### src/rtl/gpio_sc_pkg.sv
package gpio_sc_pkg;

   localparam int unsigned BUS_W = 32;

   // Byte offsets of the port's registers
   localparam logic [11:0] OFS_OUT_ON  = 12'h000;
   localparam logic [11:0] OFS_OUT_OFF = 12'h004;
   localparam logic [11:0] OFS_OE_ON   = 12'h010;
   localparam logic [11:0] OFS_OE_OFF  = 12'h014;
   localparam logic [11:0] OFS_OE_VIEW = 12'h018;
   localparam logic [11:0] OFS_PIN_VIEW = 12'h080;

   typedef enum logic [2:0] {
      TGT_NONE,
      TGT_OUT_ON,
      TGT_OUT_OFF,
      TGT_OE_ON,
      TGT_OE_OFF,
      TGT_OE_VIEW,
      TGT_PIN_VIEW
   } gpio_target_e;

   typedef struct packed {
      logic on_we;
      logic off_we;
   } w1_ctrl_t;

endpackage

### src/rtl/gpio_sc_decode.sv
module gpio_sc_decode
   import gpio_sc_pkg::*;
#(
   parameter int unsigned ADDR_W = 12
) (
   input  logic              sel,
   input  logic [ADDR_W-1:0] addr,
   output gpio_target_e      target
);

   localparam int unsigned OFS_W = 12;

   generate
      if (ADDR_W < 8) begin : g_bad_width
         $error("gpio_sc_decode: ADDR_W must be at least 8");
      end
   endgenerate

   // Upper address bits beyond the map must be zero for a hit
   logic [OFS_W-1:0] ofs;
   logic             hi_zero;

   generate
      if (ADDR_W > OFS_W) begin : g_wide
         assign ofs     = addr[OFS_W-1:0];
         assign hi_zero = (addr[ADDR_W-1:OFS_W] == '0);
      end else begin : g_narrow
         assign ofs     = OFS_W'(addr);
         assign hi_zero = 1'b1;
      end
   endgenerate

   always_comb begin
      target = TGT_NONE;
      if (sel && hi_zero) begin
         unique case (ofs)
            OFS_OUT_ON:   target = TGT_OUT_ON;
            OFS_OUT_OFF:  target = TGT_OUT_OFF;
            OFS_OE_ON:    target = TGT_OE_ON;
            OFS_OE_OFF:   target = TGT_OE_OFF;
            OFS_OE_VIEW:  target = TGT_OE_VIEW;
            OFS_PIN_VIEW: target = TGT_PIN_VIEW;
            default:      target = TGT_NONE;
         endcase
      end
   end

endmodule

### src/rtl/gpio_sc_w1_reg.sv
module gpio_sc_w1_reg
   import gpio_sc_pkg::*;
#(
   parameter int unsigned WIDTH = 32
) (
   input  logic             clk,
   input  logic             rst_n,
   input  w1_ctrl_t         ctrl,
   input  logic [WIDTH-1:0] mask,
   output logic [WIDTH-1:0] q
);

   generate
      if (WIDTH < 1 || WIDTH > BUS_W) begin : g_bad_width
         $error("gpio_sc_w1_reg: WIDTH out of range");
      end
   endgenerate

   // One flop per line; set and clear never arrive together
   generate
      for (genvar b = 0; b < WIDTH; b++) begin : g_bit
         always_ff @(posedge clk or negedge rst_n) begin
            if (!rst_n) begin
               q[b] <= 1'b0;
            end else if (ctrl.on_we && mask[b]) begin
               q[b] <= 1'b1;
            end else if (ctrl.off_we && mask[b]) begin
               q[b] <= 1'b0;
            end
         end
      end
   endgenerate

endmodule

### src/rtl/gpio_sc_sync.sv
module gpio_sc_sync #(
   parameter int unsigned WIDTH  = 32,
   parameter int unsigned STAGES = 2
) (
   input  logic             clk,
   input  logic             rst_n,
   input  logic [WIDTH-1:0] d,
   output logic [WIDTH-1:0] q
);

   generate
      if (STAGES < 2) begin : g_bad_depth
         $error("gpio_sc_sync: STAGES must be at least 2");
      end
   endgenerate

   logic [WIDTH-1:0] stg [STAGES];

   always_ff @(posedge clk or negedge rst_n) begin
      if (!rst_n) stg[0] <= '0;
      else        stg[0] <= d;
   end

   generate
      for (genvar k = 1; k < STAGES; k++) begin : g_stage
         always_ff @(posedge clk or negedge rst_n) begin
            if (!rst_n) stg[k] <= '0;
            else        stg[k] <= stg[k-1];
         end
      end
   endgenerate

   assign q = stg[STAGES-1];

endmodule

### src/rtl/gpio_setclr_port.sv
module gpio_setclr_port
   import gpio_sc_pkg::*;
#(
   parameter int unsigned LINES       = 32,
   parameter int unsigned ADDR_W      = 12,
   parameter int unsigned SYNC_STAGES = 2
) (
   input  logic              clk,
   input  logic              rst_n,
   input  logic              bus_sel,
   input  logic              bus_wr,
   input  logic [ADDR_W-1:0] bus_addr,
   input  logic [31:0]       bus_wdata,
   output logic [31:0]       bus_rdata,
   input  logic [LINES-1:0]  pin_in,
   output logic [LINES-1:0]  pin_out,
   output logic [LINES-1:0]  pin_oe
);

   generate
      if (LINES < 1 || LINES > BUS_W) begin : g_bad_lines
         $error("gpio_setclr_port: LINES must be 1 to 32");
      end
   endgenerate

   gpio_target_e     target;
   w1_ctrl_t         out_ctrl;
   w1_ctrl_t         oe_ctrl;
   logic [LINES-1:0] wmask;
   logic [LINES-1:0] out_q;
   logic [LINES-1:0] oe_q;
   logic [LINES-1:0] pin_sync;
   logic             is_write;
   logic             is_read;

   // Bits above LINES are dropped here on purpose
   logic unused_wdata;
   assign unused_wdata = ^bus_wdata;

   assign wmask    = bus_wdata[LINES-1:0];
   assign is_write = bus_sel &&  bus_wr;
   assign is_read  = bus_sel && !bus_wr;

   gpio_sc_decode #(.ADDR_W(ADDR_W)) u_dec (
      .sel    (bus_sel),
      .addr   (bus_addr),
      .target (target)
   );

   assign out_ctrl.on_we  = is_write && (target == TGT_OUT_ON);
   assign out_ctrl.off_we = is_write && (target == TGT_OUT_OFF);
   assign oe_ctrl.on_we   = is_write && (target == TGT_OE_ON);
   assign oe_ctrl.off_we  = is_write && (target == TGT_OE_OFF);

   gpio_sc_w1_reg #(.WIDTH(LINES)) u_out (
      .clk   (clk),
      .rst_n (rst_n),
      .ctrl  (out_ctrl),
      .mask  (wmask),
      .q     (out_q)
   );

   gpio_sc_w1_reg #(.WIDTH(LINES)) u_oe (
      .clk   (clk),
      .rst_n (rst_n),
      .ctrl  (oe_ctrl),
      .mask  (wmask),
      .q     (oe_q)
   );

   gpio_sc_sync #(.WIDTH(LINES), .STAGES(SYNC_STAGES)) u_sync (
      .clk   (clk),
      .rst_n (rst_n),
      .d     (pin_in),
      .q     (pin_sync)
   );

   always_comb begin
      bus_rdata = '0;
      if (is_read) begin
         unique case (target)
            TGT_OE_VIEW:  bus_rdata = 32'(oe_q);
            TGT_PIN_VIEW: bus_rdata = 32'(pin_sync);
            default:      bus_rdata = '0;
         endcase
      end
   end

   assign pin_out = out_q;
   assign pin_oe  = oe_q;

endmodule

### config.mk
export PLATFORM = sky130hd
export DESIGN_NAME = gpio_setclr_port
export DESIGN_NICKNAME = d
export VERILOG_FILES = /design/src/rtl/gpio_sc_pkg.sv /design/src/rtl/gpio_sc_decode.sv /design/src/rtl/gpio_sc_w1_reg.sv /design/src/rtl/gpio_sc_sync.sv /design/src/rtl/gpio_setclr_port.sv
export SDC_FILE = /design/constraint.sdc
export NUM_CORES = 1
export LEC_CHECK = 0
export ABC_AREA = 1
export BUFFER_PORTS_ARGS = -buffer_cell sky130_fd_sc_hd__buf_2
export CAP_MARGIN = 5
export CORE_AREA = 2 2 88 133
export DETAILED_ROUTE_END_ITERATION = 12
export DIE_AREA = 0 0 90 135
export PLACE_DENSITY = 0.82
export SLEW_MARGIN = 20
export SYNTH_ARGS = -nofsm -noshare
export SYNTH_HDL_FRONTEND = slang
export SYNTH_HIERARCHICAL = 1
export SYNTH_SLANG_ARGS = --single-unit
### constraint.sdc
create_clock -name clk -period 1.5 [get_ports clk]
set_input_delay 0.15 -clock clk [delete_from_list [all_inputs] [get_ports clk]]
set_output_delay 0.15 -clock clk [all_outputs]
set_load 0.05 [all_outputs]
==> results of run 1 <==
==> cell type report <==
class | instances | area (µm²)
flip-flops and latches | 128 | 3200
multi-input cells | 391 | 2620
repair buffers | 304 | 2830
well taps | 147 | 184
clock inverters | 13 | 90.1
clock buffers | 19 | 443
fillers | 485 | 1480
inverters | 14 | 92.6
==> power groups by stage <==
| stage | sequential, mW | clock, mW | combinational [mW] |
|---|---|---|---|
| after floorplan | 3.63 | 0 | 0.125 |
| after global placement | 3.63 | 0 | 0.327 |
| after detailed placement | 3.63 | 0 | 0.342 |
| after CTS | 3.57 | 3.73 | 0.464 |
| after global routing | 3.58 | 3.91 | 0.580 |
| final | 3.58 | 3.73 | 0.542 |
==> state kept, by name, summed over array words and instances, names as in the netlist <==
| signal | cells |
|---|---|
| u_oe/q | 32 |
| u_out/q | 32 |
| u_sync/q | 32 |
| u_sync/stg | 32 |
==> kinds of logic after synthesis <==
group / count (synthesis)
and+or+nand+nor: 358
DFF: 128
buffers and inverters: 83
AOI/OAI and AO/OA: 33
==> per-stage QoR <==
stage	instance area [µm²]	setup slack (ns)
detailed placement	6930	-0.514
CTS	8400	-0.379
floorplan	5990	-0.156
global route	9460	-0.597
global placement	6930	-0.454
finish	9460	-0.527
==> per-layer routing <==
layer  vias up  part of all wire (%)  GRT usage, %  wire [µm]
met5         -                     0             0          0
met2       458                    53          55.8      11900
li1       2447                     -             -          -
met4         0                   7.2          16.3       1640
met1      2880                    33          31.1       7360
met3       161                   7.4          6.53       1670
==> cells in the mapped netlist, drive strengths merged <==
| cell | number |
|---|---|
| a21boi | 1 |
| a21oi | 32 |
| buf | 69 |
| clkinv | 1 |
| dfrtp | 128 |
| inv | 13 |
| nand2 | 271 |
| nand3 | 7 |
| nand3b | 1 |
| nand4 | 65 |
| nor2 | 11 |
| nor3 | 2 |
| nor4 | 1 |
==> how the worst max path moves through the flow <==
stage	start	end	slack, ns	depth (start not counted)
after global routing	bus_addr[10]	bus_rdata[2]	-0.60	12
after detailed placement	bus_addr[1]	u_out/q[21]$_DFFE_PN0P_	-0.51	12
after global placement	bus_addr[7]	u_out/q[20]$_DFFE_PN0P_	-0.45	12
after CTS	bus_addr[9]	bus_rdata[1]	-0.38	11
final	bus_addr[9]	bus_rdata[2]	-0.53	12
after floorplan	bus_addr[1]	u_out/q[10]$_DFFE_PN0P_	-0.16	15
==> cells in the final DEF (no fill, tap or decap), drive strengths merged <==
master       count
nor2            11
nand3b           1
nand3            7
nor4             1
nor3             2
clkinv          10
dlygate4sd3     56
nand2          271
buf            238
nand4           65
clkbuf          28
clkinvlp         4
a21boi           1
bufbuf           1
dfrtp          128
a21oi           32
inv             13
==> repair_timing <==
action | CTS | global route
endpoints found under the setup margin | 76 | 96
endpoints found under the hold margin | 204 | 0
cloned | 4 | 12
gates resized for setup | 92 | 191
setup buffers | 3 | 22
hold buffers | 56 | 0
pin swaps | 21 | 72
==> worst max-delay path, delay by kind of cell <==
family / cells / cell delay [ns]
AO/OA/AOI/OAI: 2 / 0.43
AND/OR/NAND/NOR: 4 / 0.57
buffers and inverters: 6 / 0.73
==> results by group, run 1 <==
Run status
  • Outcome: finished with violations
  • Failing checks: setup timing

Clock tree
  • Max H-tree Level: 4
  • Clk sinks: approximately 130
  • Worst-path clk slew: about 0.060 ns
  • Maximum clock path buffer count: 2
  • CTS tree: built
  • Clk root buf: clkbuf_16
  • Clock buffer count from CTS: 17
  • Clock network latency to the later pin of the worst-skew pair: approximately 0.41 ns

Timing
  • Final period util: 135%
  • Worst slew pin tran: 0.372 ns
  • Worst hold margin: 0.00534 ns
  • Setup tns final: -34.64 ns
  • Max-slew violations: 0
  • Fmax: 493 MHz
  • Crit path time final: 2.03 ns
  • Final Skew: ~0.0050 ns
  • Hold violation total from the final report: 0
  • RSZ-0062 raised after global routing: yes
  • Worst slew margin: 75.2%
  • Final-report setup violation count: 96
  • Worst Setup Slack, final: -0.527 ns

Global route
  • Vias in the first global route: 5564
  • Remaining Overflow, GRT: 0
  • First-pass GRT wire length: 28000 µm
  • All-Layer GR Usage: 29.9%
  • Largest net degree at the start of global routing: 50
  • Initial antenna violation count: 0

Critical path
  • R2R Path Start: u_oe/q[5]$_DFFE_PN0P_
  • Crit-path max cell delay: 0.25 ns
  • Reg2Reg Setup Slack: approximately 0.77 ns
  • R2r endpoint: u_oe/q[5]$_DFFE_PN0P_
  • WP data required: 1.35 ns
  • Setup Crit Path Kind: in -> out
  • Worst-path fanout max: 6
  • CP max stage cell: a21boi_4
  • Crit path capture type: output port
  • Critical-path cell list: buf_8 > nor2_4 > nand2_4 > inv_4 > nand4_1 > a21boi_4 > buf_4 > buf_6 > buf_16 > nand4_1 > a21oi_4 > buf_6
  • Worst R2R Path Depth: 2
  • CP arrival: 1.88 ns
  • Setup crit start kind: input port

Yosys
  • Synth cell types: 19
  • Synth area leaders: dfrtp_1, nand2_1, nand4_1, buf_4, a21oi_1
  • Mux cell area share after synthesis: 0%
  • Post-Synth XOR/XNOR Area: 0%
  • Adder-Cell Fraction of Synth Area: 0%
  • Cells after Synth: 602
  • Post-synthesis simple-gate area fraction: 27.9%
  • Yosys warns: 6
  • Compound-cell area share of the yosys netlist: under 10%
  • Post-synthesis net count: 682
  • Register area share after synthesis: 58.1%
  • Seq cells post-synth: approximately 130
  • Area leader, netlist: dfrtp_1
  • Syn Area/Cell: just over 9 µm²
  • Post-Syn Area: 5510 µm²
  • Largest family of logic cells by synthesized area: simple AND/OR/NAND/NOR gates
  • Post-synth top area share: 58.1%

Place
  • Port bufs: 175
  • Placed cell count: 888
  • Detail Placement HPWL: around 11000 µm
  • GPL Wtd Cong: 0.875

Floorplan
  • IO Pins: 176
  • Starting Density: 50.4%
  • Chip Height: 135 µm
  • Die Width: 90 µm
  • Die area: 12200 µm²
  • Total core area: 10900 µm²
  • Num rows: 47

Route
  • Drt total wl: 22600 µm
  • Post-route ant nets: 0
  • Residual DRC: 0
  • TritonRoute pass-1 iters: 5
  • Vias: 5946
  • DR vias/cell: 5.85
  • Iter 0 DRT Violations: around 570
  • DR WL/cell: 22.3 µm

Power and ir drop
  • Clk pwr share: between 40% and 50%
  • Sequential power share: 45.6%
  • Pwr Density: between 800 and 900 nW/µm²
  • Sw frac: approximately a quarter
  • Net Switching: 1.92 mW
  • Power after layout: 7.85 mW
  • Worst vdd ir: around 1100 µV
  • Comb power frac: under 10%
  • P_leak: 4.59 nW
  • Internal power: 5.93 mW

Hold path
  • Hold_sp: bus_wdata[27]
  • Hold worst-path end: u_out/q[27]$_DFFE_PN0P_
  • Worst Hold Class: in -> reg
  • Hold depth: 3

Finish
  • Layout cell share with drive strength beyond 1: 51.3%
  • Synthesis-to-finish area growth: 71.5%
  • Layout Nets: 936
  • Number of non-filler instances in the completed layout: 1016
  • Final Util: between 80 and 90%
  • Diodes inserted: 0

Job
  • Maxcap violations: 0
Power figures use the tool's default switching activity.
==> inputs of run 2 (changes only) <==
- ABC_AREA: 1 -> unset
- CORE_AREA: 2 2 88 133 -> 2 2 87 131
- DIE_AREA: 0 0 90 135 -> 0 0 89 133
- PLACE_DENSITY: 0.82 -> 0.81
- RECOVER_POWER: unset -> 100
==> run 2 against run 1 <==
Compared with the run above: the run still ends with setup timing left; first-iteration DRC count fell by 47%; die area decreased by 2.6%; maximum frequency fell by 2.6%; non-clock buffer count shrank 47; sequential power hardly changed; highest routed layer unchanged; sequential share of layout area rose by 5.5 points.
==> results by group, run 2 <==
Run status
  • Outcome: finished with violations
  • Failing checks: setup timing

Route
  • Vias: 4404
  • Iter 0 DRT Violations: 302
  • Residual DRC: 0
  • Drt total wl: 15500 µm
  • TritonRoute pass-1 iters: 5
  • DR WL/cell: 19.2 µm
  • DR vias/cell: 5.44
  • Post-route ant nets: 0

Critical path
  • CP max stage cell: nor4_4
  • Worst-path fanout max: 11
  • Startpoint of the most critical setup path: bus_addr[6]
  • Crit-path max cell delay: 0.24 ns
  • Setup Crit Path Kind: in -> out
  • Most frequent CP cell: buf_6
  • CP arrival: between 1.5 and 2 ns
  • Critical-path cell list: buf_6 > nor4_4 > nand4b_1 > buf_6 > a2111oi_4 > buf_6 > buf_12 > nand3b_1 > a21oi_4 > buf_6
  • Setup crit start kind: input port
  • WP depth: 10
  • Crit path capture type: output port
  • CP Buf/Inv Count: 5
  • R2R Path Start: u_out/q[17]$_DFFE_PN0P_
  • Worst R2R Path Depth: 1
  • Delay-heaviest family, CP: buffers and inverters
  • WP data required: between 1 and 1.5 ns

Power and ir drop
  • Internal power: 6.52 mW
  • Clk pwr share: between 50% and 60%
  • Net Switching: 1.69 mW
  • Pwr Density: a little over 1000 nW/µm²
  • Power after layout: 8.22 mW
  • Comb power frac: 4.3%
  • Sequential power share: a little over two fifths
  • Worst vdd ir: 951 µV
  • Sw frac: 20.6%
  • P_leak: around 3.5 nW

Yosys
  • Adder-Cell Fraction of Synth Area: 0%
  • Compound-cell area share of the yosys netlist: 15.0%
  • Register area share after synthesis: 60.7%
  • Cells after Synth: 435
  • Post-synth top area share: 60.7%
  • Seq cells post-synth: 128
  • Synth area leaders: dfrtp_1, a22o_1, nand3b_1, buf_4, nand2_1
  • Post-Synth XOR/XNOR Area: 0.332%
  • Largest family of logic cells by synthesized area: simple AND/OR/NAND/NOR gates
  • Post-synthesis net count: 515
  • Yosys warns: 6
  • FFs w/ async S/R, synth: 100%
  • Post-synthesis simple-gate area fraction: ~15%
  • Primary FF master, synth: dfrtp_1
  • Syn Area/Cell: 12.1 µm²
  • EDFF count, synth: 0
  • Mux cell area share after synthesis: 0%
  • Most common library cells after synthesis: dfrtp_1, nand2_1, nand3b_1
  • Post-Syn Area: approximately 5300 µm²
  • Top-count cell post-synth: dfrtp_1
  • Area leader, netlist: dfrtp_1
  • Synth cell types: 22

Timing
  • Final Skew: roughly 0.0032 ns
  • Fmax: 481 MHz
  • Worst slew margin: 48.1%
  • Final period util: 139%
  • Hold violation total from the final report: 0
  • RSZ-0062 raised after global routing: yes
  • Final-report setup violation count: 96
  • Worst Setup Slack, final: -0.580 ns
  • Crit path time final: 2.08 ns
  • Max-slew violations: 0
  • Worst slew pin tran: 0.778 ns

Finish
  • Synthesis-to-finish area growth: 54.1%
  • Diodes inserted: 0
  • Design Area, Final: 8130 µm²
  • Commonest non-fill, non-tap cell in the layout: dfrtp_1
  • Layout cell share with drive strength beyond 1: 44.4%
  • Multi-input logic area: 2040 µm²
  • Layout Nets: 730
  • Commonest cells after routing, fill and taps aside: dfrtp_1, buf_2, nand3b_1, nand2_1
  • Sequential Area: 3200 µm²
  • Layout fillers: between 600 and 700

Clock tree
  • Max H-tree Level: 4
  • Clk sinks: 128
  • Clk root buf: clkbuf_16
  • Worst-path clk slew: 0.05 ns
  • Maximum clock path buffer count: 2
  • Clock buffer count from CTS: 17
  • Clock network latency to the later pin of the worst-skew pair: 0.41 ns
  • CTS tree: built

Global route
  • All-Layer GR Usage: 27.1%
  • Largest net degree at the start of global routing: 34
  • Remaining Overflow, GRT: 0
  • First-pass GRT wire length: 23900 µm
  • Initial antenna violation count: 0
  • Vias in the first global route: 4767

Floorplan
  • Total core area: 10800 µm²
  • Die area: 11800 µm²
  • Starting Density: 48.7%
  • Num rows: 47
  • Chip Height: 133 µm
  • Die Width: ~89 µm
  • IO Pins: ~180

Place
  • Port bufs: 175
  • Detail Placement HPWL: between 9000 and 10000 µm
  • Placed cell areas: 6620 µm²
  • GPL Wtd Cong: 0.829

Hold path
  • Hold depth: 2
  • Worst Hold Class: in -> reg
  • Hold_sp: bus_wdata[3]

Job
  • Maxcap violations: 0
[run 2: power groups by stage]
stage,Sequential [mW],Clock (mW),Combinational [mW]
final,3.57,4.29,0.352
after global routing,3.58,4.54,0.389
after CTS,3.57,4.36,0.373
after detailed placement,3.63,0,0.299
after global placement,3.63,0,0.290
after floorplan,3.63,0,0.0773
[run 2: per-layer routing]
layer  global-route usage [%]  share of wire, %  vias to the layer above
met2                     46.5                54                      216
li1                         -                 -                     1941
met3                     6.99               5.7                       51
met5                        0                 0                        -
met4                     15.2               4.1                        0
met1                     29.5                36                     2196
[run 2: repair_timing]
| item | 4_1_cts | 5_1_grt |
|---|---|---|
| buffers inserted | 9 | 6 |
| gates cloned | 5 | 2 |
| resized for setup | 94 | 16 |
| hold buffers | 33 | 0 |
| pin swaps | 5 | 10 |
| endpoints found under the hold margin | 60 | 0 |
| setup endpoints to repair | 96 | 96 |
[run 2: path summary, 6_finish.rpt]
kind | to | slack, ns
hold / removal | u_oe/q[3]$_DFFE_PN0P_ | 0.03
setup reg to reg | u_out/q[17]$_DFFE_PN0P_ | 0.76
min in group asynchronous | u_sync/stg[58]$_DFF_PN0_ | 0.35
hold reg to reg | u_sync/q[16]$_DFF_PN0_ | 0.34
max in group asynchronous | u_oe/q[6]$_DFFE_PN0P_ | 0.15
setup / recovery | bus_rdata[30] | -0.58
[run 2: cell type report]
class                           instances  share of cell area [%]
Clock buffer                           18                    5.40
Clock inverter                         13                    2.31
Inverter                                2                  0.0924
Multi-Input combinational cell        244                    25.1
Sequential cell                       128                    39.4
Tap cell                              147                    2.26
Timing Repair Buffer                  257                    25.5
[run 2: through the flow]
stage	hold WS [ns]	TNS [ns]	instances	setup slack [ns]	utilization, %
finish	0.0250	-32.92	809	-0.580	75.1
CTS	0.00812	-28.09	804	-0.588	74.6
detailed placement	0.137	-61.57	727	-0.701	61.2
global placement	0.132	-52.05	727	-0.625	61.2
floorplan	-0.146	-34.70	435	-0.375	-
global route	0.0105	-45.33	809	-0.643	75.1
[run 2: kinds of logic (layout without fill, tap and decap cells)]
group           Yosys count  in the layout
flops                   128            128
compound gates          100            100
buf+inv                  63            290
xor+xnor                  2              2
simple gates            142            142
